$ cat src/rtl/fbr_pkg.sv
package fbr_pkg;

    // Bank state machine states
    typedef enum logic [1:0] {
        ST_B0 = 2'd0,
        ST_B1 = 2'd1,
        ST_HI = 2'd2
    } bank_st_e;

    // Classification of a byte written at the shared offset
    typedef enum logic [1:0] {
        WK_FMT  = 2'd0,   // bit 7 clear
        WK_B1   = 2'd1,   // bank-1 code
        WK_HI   = 2'd2,   // high-bank code
        WK_FALL = 2'd3    // any other bit-7 value
    } wkind_e;

    typedef struct packed {
        logic       brk;
        logic       stick;
        logic       even;
        logic       pen;
        logic       stop2;
        logic [1:0] wlen;
    } fmt_t;

    function automatic logic is_b1_code(input logic [7:0] v);
        return v[7] && (v[6:5] != 2'b11);
    endfunction

endpackage

$ cat src/rtl/fbr_wr_steer.sv
module fbr_wr_steer
    import fbr_pkg::*;
#(
    parameter int HI_BASE = 224,
    parameter int HI_STEP = 4,
    parameter int NUM_HI  = 4,
    parameter int IDX_W   = 2
) (
    input  logic             hit_wr,
    input  logic [7:0]       wdata,
    output wkind_e           wkind,
    output logic [IDX_W-1:0] hi_idx,
    output logic             fmt_we,
    output logic             sel_we
);

    logic [NUM_HI-1:0] hi_match;

    for (genvar gi = 0; gi < NUM_HI; gi++) begin : g_hi_code
        localparam logic [7:0] CODE = 8'(HI_BASE + gi * HI_STEP);
        assign hi_match[gi] = (wdata == CODE);
    end

    always_comb begin
        hi_idx = '0;
        for (int i = 0; i < NUM_HI; i++) begin
            if (hi_match[i]) hi_idx = IDX_W'(i);
        end
    end

    always_comb begin
        if (!wdata[7])           wkind = WK_FMT;
        else if (|hi_match)      wkind = WK_HI;
        else if (is_b1_code(wdata)) wkind = WK_B1;
        else                     wkind = WK_FALL;
    end

    assign sel_we = hit_wr;
    assign fmt_we = hit_wr && ((wkind == WK_FMT) || (wkind == WK_B1));

endmodule

$ cat src/rtl/fbr_bank_fsm.sv
module fbr_bank_fsm
    import fbr_pkg::*;
#(
    parameter int IDX_W  = 2,
    parameter int BANK_W = 3
) (
    input  logic              clk,
    input  logic              rst_n,
    input  logic              sel_we,
    input  wkind_e            wkind,
    input  logic [IDX_W-1:0]  hi_idx,
    output logic [BANK_W-1:0] bank
);

    bank_st_e         state_q, state_d;
    logic [IDX_W-1:0] idx_q, idx_d;

    // Transitions: T_FMT, T_B1, T_HI, T_FALL on a shared-offset write
    always_comb begin
        state_d = state_q;
        idx_d   = idx_q;
        if (sel_we) begin
            unique case (wkind)
                WK_FMT:  state_d = ST_B0;
                WK_B1:   state_d = ST_B1;
                WK_HI: begin
                    state_d = ST_HI;
                    idx_d   = hi_idx;
                end
                WK_FALL: state_d = ST_B0;
                default: state_d = ST_B0;
            endcase
        end
    end

    always_ff @(posedge clk or negedge rst_n) begin
        if (!rst_n) begin
            state_q <= ST_B0;
            idx_q   <= '0;
        end else begin
            state_q <= state_d;
            idx_q   <= idx_d;
        end
    end

    always_comb begin
        unique case (state_q)
            ST_B0:   bank = '0;
            ST_B1:   bank = BANK_W'(1);
            ST_HI:   bank = BANK_W'(2) + BANK_W'(idx_q);
            default: bank = '0;
        endcase
    end

endmodule

$ cat src/rtl/fbr_regs.sv
module fbr_regs
    import fbr_pkg::*;
(
    input  logic       clk,
    input  logic       rst_n,
    input  logic       fmt_we,
    input  logic       sel_we,
    input  logic [7:0] wdata,
    output logic [7:0] fmt_q,
    output logic [7:0] sel_q,
    output fmt_t       fields
);

    always_ff @(posedge clk or negedge rst_n) begin
        if (!rst_n) begin
            fmt_q <= '0;
            sel_q <= '0;
        end else begin
            if (fmt_we) fmt_q <= wdata;
            if (sel_we) sel_q <= wdata;
        end
    end

    assign fields = fmt_t'(fmt_q[6:0]);

endmodule

$ cat src/rtl/fbr_rd_mux.sv
module fbr_rd_mux #(
    parameter int ADDR_W      = 3,
    parameter int BANK_W      = 3,
    parameter int SHARED_OFS  = 3,
    parameter int SHADOW_OFS  = 1,
    parameter int SHADOW_BANK = 3
) (
    input  logic [ADDR_W-1:0] addr,
    input  logic [BANK_W-1:0] bank,
    input  logic [7:0]        sel_q,
    input  logic [7:0]        fmt_q,
    output logic [7:0]        rdata
);

    always_comb begin
        if (addr == ADDR_W'(SHARED_OFS))
            rdata = sel_q;
        else if (addr == ADDR_W'(SHADOW_OFS) && bank == BANK_W'(SHADOW_BANK))
            rdata = fmt_q;
        else
            rdata = '0;
    end

endmodule

$ cat src/rtl/fmt_bank_reg.sv
module fmt_bank_reg
    import fbr_pkg::*;
#(
    parameter int ADDR_W      = 3,
    parameter int SHARED_OFS  = 3,
    parameter int SHADOW_OFS  = 1,
    parameter int SHADOW_BANK = 3,
    parameter int HI_BASE     = 224,
    parameter int HI_STEP     = 4,
    parameter int NUM_HI      = 4,
    localparam int IDX_W      = (NUM_HI > 1) ? $clog2(NUM_HI) : 1,
    localparam int BANK_W     = $clog2(NUM_HI + 2)
) (
    input  logic              clk,
    input  logic              rst_n,
    input  logic [ADDR_W-1:0] acc_addr,
    input  logic              acc_wr,
    input  logic [7:0]        acc_wdata,
    output logic [7:0]        acc_rdata,
    output logic [BANK_W-1:0] cur_bank,
    output logic [1:0]        word_len,
    output logic              stop_two,
    output logic              par_en,
    output logic              par_even,
    output logic              par_stick,
    output logic              break_on
);

    logic             hit_wr;
    wkind_e           wkind;
    logic [IDX_W-1:0] hi_idx;
    logic             fmt_we;
    logic             sel_we;
    logic [7:0]       fmt_q;
    logic [7:0]       sel_q;
    fmt_t             fields;

    assign hit_wr = acc_wr && (acc_addr == ADDR_W'(SHARED_OFS));

    fbr_wr_steer #(
        .HI_BASE (HI_BASE),
        .HI_STEP (HI_STEP),
        .NUM_HI  (NUM_HI),
        .IDX_W   (IDX_W)
    ) u_steer (
        .hit_wr (hit_wr),
        .wdata  (acc_wdata),
        .wkind  (wkind),
        .hi_idx (hi_idx),
        .fmt_we (fmt_we),
        .sel_we (sel_we)
    );

    fbr_bank_fsm #(
        .IDX_W  (IDX_W),
        .BANK_W (BANK_W)
    ) u_fsm (
        .clk    (clk),
        .rst_n  (rst_n),
        .sel_we (sel_we),
        .wkind  (wkind),
        .hi_idx (hi_idx),
        .bank   (cur_bank)
    );

    fbr_regs u_regs (
        .clk    (clk),
        .rst_n  (rst_n),
        .fmt_we (fmt_we),
        .sel_we (sel_we),
        .wdata  (acc_wdata),
        .fmt_q  (fmt_q),
        .sel_q  (sel_q),
        .fields (fields)
    );

    fbr_rd_mux #(
        .ADDR_W      (ADDR_W),
        .BANK_W      (BANK_W),
        .SHARED_OFS  (SHARED_OFS),
        .SHADOW_OFS  (SHADOW_OFS),
        .SHADOW_BANK (SHADOW_BANK)
    ) u_rd (
        .addr  (acc_addr),
        .bank  (cur_bank),
        .sel_q (sel_q),
        .fmt_q (fmt_q),
        .rdata (acc_rdata)
    );

    assign word_len  = fields.wlen;
    assign stop_two  = fields.stop2;
    assign par_en    = fields.pen;
    assign par_even  = fields.even;
    assign par_stick = fields.stick;
    assign break_on  = fields.brk;

endmodule

$ cat config.mk
export PLATFORM = sky130hd
export DESIGN_NAME = fmt_bank_reg
export DESIGN_NICKNAME = d
export VERILOG_FILES = /design/src/rtl/fbr_pkg.sv /design/src/rtl/fbr_wr_steer.sv /design/src/rtl/fbr_bank_fsm.sv /design/src/rtl/fbr_regs.sv /design/src/rtl/fbr_rd_mux.sv /design/src/rtl/fmt_bank_reg.sv
export SDC_FILE = /design/constraint.sdc
export NUM_CORES = 1
export LEC_CHECK = 0
export ABC_AREA = 1
export ABC_CLOCK_PERIOD_IN_PS = 2600
export BUFFER_PORTS_ARGS = -buffer_cell sky130_fd_sc_hd__clkbuf_2
export CORE_MARGIN = 8
export CORE_UTILIZATION = 45
export CTS_CLUSTER_SIZE = 8
export DETAILED_ROUTE_END_ITERATION = 6
export PLACE_DENSITY_LB_ADDON = 0.1
export SETUP_SLACK_MARGIN = 0.02
export SLEW_MARGIN = 20
export SYNTH_ARGS = -nofsm -noshare
export SYNTH_HDL_FRONTEND = slang
export SYNTH_SLANG_ARGS = --single-unit
$ cat constraint.sdc
create_clock -name clk -period 2.6 [get_ports clk]
set_input_delay 0.39 -clock clk [delete_from_list [all_inputs] [get_ports clk]]
set_output_delay 0.39 -clock clk [all_outputs]
set_load 0.005 [all_outputs]
==> results of run 1 <==
-- power groups by stage --
| stage | logic, mW | registers (mW) | clock network [mW] |
|---|---|---|---|
| after floorplan | 0.104 | 0.396 | 0 |
| after global placement | 0.163 | 0.400 | 0 |
| after detailed placement | 0.169 | 0.402 | 0 |
| after CTS | 0.170 | 0.395 | 0.150 |
| after global routing | 0.188 | 0.401 | 0.167 |
| final | 0.166 | 0.395 | 0.140 |
-- state kept, by name, indices dropped and copies added, names as in the netlist --
signal	cells
u_regs.sel_q	8
u_fsm.state_q	2
u_fsm.idx_q	2
u_regs.fmt_q	8
-- metrics by stage --
step           utilization  area, sq um  instances  hold slack, ns
2_1_floorplan            -         1060        122          0.0944
5_1_grt              0.566         1250        181          0.0745
3_3_place_gp         0.555         1230        178           0.384
4_1_cts              0.566         1250        181          0.0504
6_report             0.566         1250        181          0.0379
3_5_place_dp         0.555         1230        178           0.381
-- final cells by class --
cell class                      count  area share
Multi-Input combinational cell     77       0.364
Inverter                           22      0.0660
Timing Repair Buffer               31       0.124
Tap cell                           28      0.0280
Sequential cell                    20       0.400
Clock buffer                        3      0.0180
-- final timing paths --
check / startpoint / end / slack [ns] / cells past startpoint
max in group asynchronous: rst_n / u_regs.sel_q[0] / 2.23 / 1
min reg2reg: u_regs.sel_q[7] / u_regs.sel_q[7] / 0.50 / 2
max reg2reg: u_fsm.state_q[0] / u_fsm.state_q[0] / 1.93 / 2
min in group clk: acc_wdata[3] / u_regs.fmt_q[3] / 0.35 / 3
max: u_fsm.state_q[0] / acc_rdata[2] / 0.51 / 7
min: rst_n / u_regs.sel_q[6] / 0.04 / 1
-- layer usage --
layer,global-route usage,vias up,share of wire
met2,0.207,22,0.45
met1,0.169,394,0.46
met3,0.0498,4,0.075
li1,-,443,-
met5,0,-,0
met4,0.0490,0,0.011
-- synth_stat cells, drive strengths merged --
| master | number |
|---|---|
| inv | 22 |
| nand2 | 34 |
| ha | 2 |
| nor2 | 7 |
| nand3 | 11 |
| buf | 3 |
| nand4 | 1 |
| o21ai | 16 |
| a21oi | 6 |
| dfrtp | 20 |
-- worst max-delay path, delay by kind of cell (launching register included) --
kind	cells	cell delay, ns
AO/OA/AOI/OAI	2	0.37
adder cells (fa/ha/maj)	1	0.18
AND/OR/NAND/NOR	2	0.23
flip-flops	1	0.40
buffers and inverters	2	0.23
-- placed cells by master (no fill, tap or decap) --
cell      Yosys  layout
inv_1        22      22
o21ai_2       3       3
dfrtp_1      20      20
clkbuf_4      0       3
nand2_2       1       1
nor2_1        2       2
nand3_1       9       9
a21oi_2       2       2
nand2_1      32      32
nand4_2       1       1
ha_1          2       2
nor2_4        3       3
nor2_2        1       1
nand2_4       1       1
clkbuf_2      0      31
a21oi_4       1       1
o21ai_1       5       5
nor2_8        1       1
nand3_4       1       1
nand3_2       1       1
a21oi_1       3       3
o21ai_0       8       8
-- logic make-up (layout without fill, tap and decap cells) --
family | after synthesis | count (layout) | synth area share
adder cells (fa/ha/maj) | 2 | 2 | 0.0236
flip-flops | 20 | 20 | 0.472
buffers and inverters | 25 | 56 | 0.0991
AND/OR/NAND/NOR | 53 | 53 | 0.274
AO/OA/AOI/OAI | 22 | 22 | 0.132
==> run summary, run 1 <==
status - finished clean
Post-Syn Area per Cell - 8.70 sq um
final setup margin - 0.511 ns
slowest cell on the critical path - dfrtp_1
clock-pin slew of the registers on the worst-case setup and hold paths - 0.10 ns
Power Dens Cells - 561 mW/mm^2
setup TNS - 0 ns
Ant. Diodes - 0
Die H - 64.6 microns
worst slack, placed - 0.856 ns
area of the multi-input gates - 455 sq um
Internal - 0.487 mW
HPWL Detailed - 1960 microns
sequential share of power - 0.564
#FFs+latches synth - 20
Max Cap Viol - 0
Yosys cell types - 21
post-route clock period utilization - 0.803
cts-stage hold buffer count - 0
maximum vdd drop - 0.389 mV
Rows - 17
GPL Wtd Cong - 0.797
Sw Share - 0.306
final setup vio count - 0
post-cts resize count - 0
Detailed Route Iter0 Violations - 54
share of cells above drive strength 1 - 0.327
Tot GR Track Use - 0.135
Initial DRT Pass Iterations - 4
final slew viol count - 0
register area - 500 sq um
Die Wd - 64.6 microns
vias per cell - 4.77
Tmin final - 2.09 ns
GRT overflow - 0
worst-path cell chain - inv_1 -> ha_1 -> nand2_1 -> a21oi_4 -> nand3_1 -> o21ai_0 -> clkbuf_2
# IOs - 32
Worst path max stage delay - 0.40 ns
postcts setup bufs - 0
Total Wirelength - 2470 microns
largest net degree at the start of global routing - 21
RSZ-0062 raised after global routing - no
Worst EP required - 2.21 ns
DR DRC count - 0
area leader, netlist - dfrtp_1
Mapped Area - 0.00106 sq mm
Worst Path Arrival - 1.70 ns
Mapped Nets - 138
post-synthesis cell count - 122
Rel. slew slack - 0.672
port buffer count - 31
crit start category - register
Clock Path Buffers - 2
combinational share of power - 0.237
critical path class - reg -> out
fillers - 228
Max H-tree Level - 1
Clk network pwr share - 0.200
Area Overhead vs Synth - 17.9%
post-synth top area share - 0.472
Pwr Total - 0.702 mW
Clock Sinks - 20
Synth area leaders - dfrtp_1 (47%), nand2_1 (11%), inv_1 (7.8%)
switching power - 0.214 mW
Final Hold Fails - 0
Clock Skew - 0 ns
Ys Warns - 0
CORE AREA - 0.00221 sq mm
vias in the first global route - 983
CTS buffer count - 3
register area share after synthesis - 0.472
Least-Margin Pin Slew - 0.491 ns
Skew-Pair Late Insertion Delay - 0.29 ns
clock tree root driver cell - clkbuf_4
TritonCTS clock tree - yes
crit end category - output port
Max Freq - 479 MHz
initial core utilization - 0.480
first-pass GRT wire length - 4570 microns
drt wl/cell - 13.6 microns
Lkg Pwr - 0.699 nW
Crit Path Max Fanout - 7
Routed Antenna Nets - 0
initial antenna violation count - 0
final-stage net count - 171
Worst Hold Class - in -> async
full die area - 0.00417 sq mm
via count - 863
Power figures use the tool's default switching activity.
==> run 2: changes to the inputs <==
Settings changed: ABC_AREA 1 to 0, ABC_CLOCK_PERIOD_IN_PS 2600 to 1950.
Clock period 2.6 ns to 1.95 ns, I/O delays scaled along.
==> run 2 against run 1 <==
Net effect:
- the flow now finishes with violations (setup timing)
- combinational power increased by 39%
- synthesized cell count decreased by 38%
- final cell count decreased by 22%
- critical path depth unchanged
- critical path type unchanged
- critical endpoint is now acc_rdata[5]
- largest power group unchanged
==> run summary, run 2 <==
final setup margin - -0.0840 ns (-0.595 ns)
biggest regs - u_regs.fmt_q x8, u_regs.sel_q x8
crit end category - output port
Post-Syn Area per Cell - 12.6 sq um (+45%)
Rel. slew slack - 0.672 (about the same)
CTS buffer count - 3 (unchanged)
Routed Antenna Nets - 0 (unchanged)
area leader, netlist - dfrtp_1
maximum vdd drop - 0.773 mV (+99%)
initial antenna violation count - 0 (unchanged)
post-synthesis cell count - 76 (-38%)
sequential share of power - 0.488 (-0.076)
reg2reg setup slack - 1.11 ns (-0.82 ns)
CORE AREA - 0.00198 sq mm (-10%)
#FFs+latches synth - 20 (unchanged)
port buffer count - 31 (unchanged)
RSZ-0062 raised after global routing - yes
clock-pin slew of the registers on the worst-case setup and hold paths - 0.12 ns (+0.02 ns)
post-route clock period utilization - 1.04
largest net degree at the start of global routing - 21 (unchanged)
GPL Wtd Cong - 0.799 (+0.25%)
worst slack, placed - 0.157 ns (-0.698 ns)
Least-Margin Pin Slew - 0.491 ns (-0.000117 ns)
vias per cell - 5.35 (+12%)
Area Overhead vs Synth - 34.8%
Main synth FF type - dfrtp_1
Yosys cell types - 23 (+9.5%)
DR DRC count - 0 (unchanged)
Pwr Total - 1.12 mW (+59%)
final-stage net count - 131 (-23%)
Total Wirelength - 2300 microns (-6.7%)
first-pass GRT wire length - 3950 microns (-13%)
Max H-tree Level - 1 (unchanged)
Mapped Area - 961 sq um (-9.4%)
register area share after synthesis - 0.521 (+0.0491)
Initial DRT Pass Iterations - 3 (-1)
HPWL Detailed - 1700 microns (-13%)
Max Cap Viol - 0 (unchanged)
Clock Path Buffers - 2 (unchanged)
Sw Share - 0.253 (-0.0522)
hold path depth - 2
TritonCTS clock tree - yes
Tot GR Track Use - 0.124 (-0.0114)
initial core utilization - 0.485 (+0.00521)
clock tree root driver cell - clkbuf_4
Worst Hold Class - in -> reg
most frequent cells in the layout - clkbuf_2 (25), dfrtp_1 (20), mux2_2 (13), a22o_1 (8)
Clk network pwr share - 0.305 (+0.105)
Lkg Pwr - 0.639 nW (-8.6%)
Worst Path Arrival - 1.74 ns (+0.04 ns)
Rows - 16 (-1)
drt wl/cell - 16.3 microns (+20%)
Synth area leaders - dfrtp_1 (52%), mux2_2 (15%), a22o_1 (7.3%)
full die area - 0.00387 sq mm (-7.1%)
combinational share of power - 0.207 (-0.030)
post-synth top area share - 0.521 (+0.0491)
share of cells above drive strength 1 - 0.535 (+0.208)
crit start category - register
most common library cells after synthesis - dfrtp_1 (20), mux2_2 (13), a22o_1 (8)
FF-to-FF path depth - 1 (-1)
hold_sp - acc_wdata[3]
final slew viol count - 0 (unchanged)
hold worst-path end - u_fsm.idx_q[1]
Die H - 62.2 microns (-3.6%)
final setup vio count - 8 (+8)
failing checks - setup timing
Internal - 0.834 mW (+71%)
Final Hold Fails - 0 (unchanged)
critical path class - reg -> out
Ant. Diodes - 0 (unchanged)
Ys Warns - 0 (unchanged)
# IOs - 32 (unchanged)
Die Wd - 62.2 microns (-3.6%)
Power Dens Cells - 863 mW/mm^2 (+54%)
Mapped Nets - 92 (-33%)
worst r2r dst - u_fsm.idx_q[0]
most frequent cell after synthesis - dfrtp_1
via count - 755 (-13%)
Crit Path Max Fanout - 5 (-2)
Skew-Pair Late Insertion Delay - 0.30 ns (about the same)
Tmin final - 2.03 ns
Clock Skew - 0 ns (unchanged)
Async S/R FF share, synth - 1.00 (unchanged)
GRT overflow - 0 (unchanged)
vias in the first global route - 864 (-12%)
number of flops mapped to enable cells by yosys - 0 (unchanged)
setup TNS - -0.487 ns (-0.487 ns)
Max Freq - 492 MHz
most common cell after layout, fill and taps aside - clkbuf_2
Worst EP required - 1.66 ns (-0.55 ns)
status - finished with violations
r2r startpoint - u_fsm.idx_q[0]
Clock Sinks - 20 (unchanged)
switching power - 0.283 mW (+32%)
Detailed Route Iter0 Violations - 5 (-91%)
run 2: cell types whose count changed in the layout (fill, tap and decap cells not counted), sizes merged, moves of 2 or more:
cell and delta:
inv -20, a22o +8, buf +12, mux2 +15, or3 +2, o22a +2, nand2 -29, clkbuf -6
nor2 -4, o21ai -15, a21oi -3, nand3 -9
run 2: final cells by class:
class                      count  area (sq um)
sequential                    20           500
tap                           27          33.8
multi-input combinational     50           490
timing repair buffer          38           210
clock inverter                 1          30.0
clock buffer                   3          22.5
inverter                       2          7.51
fill                         164           687
run 2: worst max-delay path by stage:
| stage | from | end | slack [ns] | cells after the start |
|---|---|---|---|---|
| global route | u_fsm.state_q[0] | acc_rdata[5] | -0.18 | 6 |
| finish | u_fsm.state_q[0] | acc_rdata[5] | -0.08 | 7 |
| detailed placement | u_fsm.state_q[0] | acc_rdata[7] | 0.16 | 6 |
| floorplan | u_fsm.state_q[0] | acc_rdata[0] | 0.20 | 4 |
| global placement | u_fsm.state_q[0] | acc_rdata[7] | 0.19 | 6 |
| CTS | u_fsm.state_q[0] | acc_rdata[7] | -0.08 | 7 |
run 2: worst max-delay path, stage by stage (launching register included):
cell	delay, ns
dfrtp_1	0.41
buf_4	0.15
ha_4	0.16
a21oi_4	0.16
nor4_4	0.07
buf_4	0.15
a22o_1	0.22
buf_2	0.12
run 2: repair_timing:
action / 4_1_cts / 5_1_grt
pin swaps: 4 / 3
buffers inserted: 2 / 0
hold endpoints to repair: 20 / 0
resized for setup: 7 / 7
hold buffers: 1 / 0
setup endpoints to repair: 8 / 8
run 2: metrics by stage:
step / std cells / utilization / hold WS [ns] / area [sq um]
after floorplan: 76 / - / -0.00309 / 961
after CTS: 141 / 0.645 / 0.221 / 1280
after detailed placement: 134 / 0.583 / 0.283 / 1160
after global placement: 134 / 0.583 / 0.278 / 1160
final: 141 / 0.653 / 0.228 / 1290
after global routing: 141 / 0.653 / 0.222 / 1290
run 2: power groups by stage:
stage	combinational [mW]	sequential (mW)	clock, mW
after floorplan	0.116	0.544	0
after global placement	0.191	0.548	0
after detailed placement	0.197	0.555	0
after CTS	0.231	0.545	0.349
after global routing	0.257	0.558	0.361
final	0.231	0.545	0.341
run 2: cells by family after synthesis:
family          after synthesis  share of synthesized area
compound gates               15                      0.118
buf+inv                       6                     0.0325
fa+ha+maj                     2                     0.0260
mux                          15                      0.176
simple gates                 18                      0.126
flops                        20                      0.521
run 2: layer usage:
layer / GRT usage / wire length [microns] / vias to the layer above
met5: 0 / 0 / -
met4: 0.0612 / 34 / 0
met3: 0.0358 / 143 / 4
met2: 0.221 / 1180 / 20
met1: 0.127 / 940 / 379
li1: - / - / 352
==> run 3: changes to the inputs <==
Settings changed: CELL_PAD_IN_SITES_DETAIL_PLACEMENT set to 1, CELL_PAD_IN_SITES_GLOBAL_PLACEMENT set to 1, CORE_UTILIZATION 45 to 38.
==> run 3 against run 2 <==
Net effect:
- the run still ends with setup timing left
- cell area down 1.9%
- global-route usage rose by 0.22 points
- non-clock buffer count fell by 2
- critical path depth down 2
- sequential share of layout area is 0.76 points higher
- largest power group unchanged
==> run summary, run 3 (same netlist as run 2, synthesis figures left out) <==
vias per cell - 5.33 (-0.44%)
Ant. Diodes - 0 (unchanged)
worst r2r dst - u_fsm.idx_q[1]
CTS buffer count - 3 (unchanged)
HPWL Detailed - 1840 microns (+8.0%)
CORE AREA - 0.00243 sq mm (+23%)
Tot GR Track Use - 0.126 (+0.00218)
Worst Path Arrival - 1.76 ns (+0.02 ns)
FF-to-FF path depth - 1 (unchanged)
Pwr Total - 1.10 mW (-1.7%)
Worst Hold Class - in -> reg
reg2reg setup slack - 1.11 ns (about the same)
Total Wirelength - 2490 microns (+8.1%)
biggest regs - u_regs.fmt_q x8, u_regs.sel_q x8
critical path class - reg -> out
share of cells above drive strength 1 - 0.527 (-0.00830)
maximum vdd drop - 0.553 mV (-28%)
post-route clock period utilization - 1.05 (+0.00992)
Max Freq - 487 MHz (-0.94%)
vias in the first global route - 837 (-3.1%)
Crit Path Max Fanout - 8 (+3)
Max H-tree Level - 1 (unchanged)
failing checks - setup timing
most frequent cells in the layout - clkbuf_2 (26), dfrtp_1 (20), mux2_2 (13), a22o_1 (8)
Lkg Pwr - 0.625 nW (-2.2%)
fillers - 280 (+71%)
dpl cell area - 0.00114 sq mm (-0.97%)
Power Dens Cells - 865 mW/mm^2 (+0.26%)
Die Wd - 66.3 microns (+6.6%)
Skew-Pair Late Insertion Delay - 0.30 ns (about the same)
area of the multi-input gates - 473 sq um (-3.6%)
r2r startpoint - u_fsm.idx_q[1]
crit end category - output port
port buffer count - 31 (unchanged)
Clock Skew - 0 ns (unchanged)
Initial DRT Pass Iterations - 3 (unchanged)
GPL Wtd Cong - 0.754 (-5.6%)
via count - 757 (+0.26%)
Worst EP required - 1.66 ns (about the same)
final setup margin - -0.103 ns (-0.0194 ns)
final-stage net count - 129 (-1.5%)
# IOs - 32 (unchanged)
GRT overflow - 0 (unchanged)
clock-pin slew of the registers on the worst-case setup and hold paths - 0.12 ns (about the same)
setup TNS - -0.706 ns (-0.218 ns)
clock tree root driver cell - clkbuf_4
Detailed Route Iter0 Violations - 12 (+7)
drt wl/cell - 17.5 microns (+7.3%)
Clock Sinks - 20 (unchanged)
Tmin final - 2.05 ns (+0.0194 ns)
hold worst-path end - u_fsm.idx_q[1]
largest net degree at the start of global routing - 21 (unchanged)
first-pass GRT wire length - 4220 microns (+6.6%)
full die area - 0.00439 sq mm (+14%)
Die H - 66.3 microns (+6.6%)
register area - 500 sq um (unchanged)
TritonCTS clock tree - yes
RSZ-0062 raised after global routing - yes
hold path depth - 2 (unchanged)
worst hold slack - 0.223 ns (-0.00459 ns)
initial core utilization - 0.395 (-0.0898)
status - finished with violations
Max Cap Viol - 0 (unchanged)
post-route cell area - 0.00127 sq mm (-1.9%)
Routed Antenna Nets - 0 (unchanged)
Rel. slew slack - 0.643 (-0.0290)
hold_sp - acc_wdata[3]
final setup vio count - 8 (unchanged)
crit start category - register
Rows - 18 (+2)
most common cell after layout, fill and taps aside - clkbuf_2
initial antenna violation count - 0 (unchanged)
final slew viol count - 0 (unchanged)
Clock Path Buffers - 2 (unchanged)
DR DRC count - 0 (unchanged)
Final Hold Fails - 0 (unchanged)
Area Overhead vs Synth - 32.2%
Least-Margin Pin Slew - 0.535 ns (+0.0435 ns)
## run 3: cell count changes in the layout (fill, tap and decap cells not counted)
| cell | delta |
|---|---|
| clkbuf_2 | +1 |
| buf_2 | -1 |
| buf_6 | +1 |
| buf_4 | -3 |
| a21oi_4 | -1 |
| a21oi_2 | +1 |
| ha_2 | +1 |
| ha_4 | -1 |
## run 3: final cells by class
cell class	count	share of cell area
well taps	30	0.0296
clock inverters	1	0.0236
flip-flops and latches	20	0.394
repair buffers	36	0.157
clock buffers	3	0.0177
inverters	2	0.00591
multi-input cells	50	0.372
## run 3: what timing repair did
action                                  4_1_cts  5_1_grt
cloned                                        0        0
endpoints found under the hold margin        20        0
buffers inserted                              1        1
hold buffers                                  1        0
endpoints found under the setup margin        8        8
pin swaps                                     8        2
gates resized for setup                       6        7
## run 3: power by group
| part | internal, mW | switching [mW] |
|---|---|---|
| sequential | 0.494 | 0.0491 |
| clock | 0.208 | 0.133 |
| combinational | 0.121 | 0.0926 |
## run 3: metrics by stage
step / util / setup WS [ns] / instances
3_3_place_gp: 0.471 / 0.229 / 135
2_1_floorplan: - / 0.200 / 76
6_report: 0.522 / -0.103 / 142
4_1_cts: 0.511 / -0.117 / 141
5_1_grt: 0.522 / -0.181 / 142
3_5_place_dp: 0.471 / 0.143 / 135
## run 3: worst max-delay path, stage by stage, from the launching register on
cell and delay [ns]:
dfrtp_1 0.45, ha_4 0.27, nor4_4 0.30, buf_6 0.18, a22o_1 0.15, buf_2 0.12
## run 3: layer usage
layer,track usage,vias to the layer above,routed length [microns]
met5,0,-,0
met3,0.0441,4,202
li1,-,353,-
met2,0.199,22,1160
met1,0.149,378,1090
met4,0.0560,0,38
## run 3: worst max-delay path by stage
| stage | startpoint | endpoint | slack [ns] |
|---|---|---|---|
| 6_report | u_fsm.state_q[1] | acc_rdata[5] | -0.10 |
| 5_1_grt | u_fsm.state_q[1] | acc_rdata[5] | -0.18 |
| 4_1_cts | u_fsm.state_q[1] | acc_rdata[5] | -0.12 |
| 3_5_place_dp | u_fsm.state_q[0] | acc_rdata[5] | 0.14 |
| 3_3_place_gp | u_fsm.state_q[0] | acc_rdata[6] | 0.23 |
| 2_1_floorplan | u_fsm.state_q[0] | acc_rdata[0] | 0.20 |
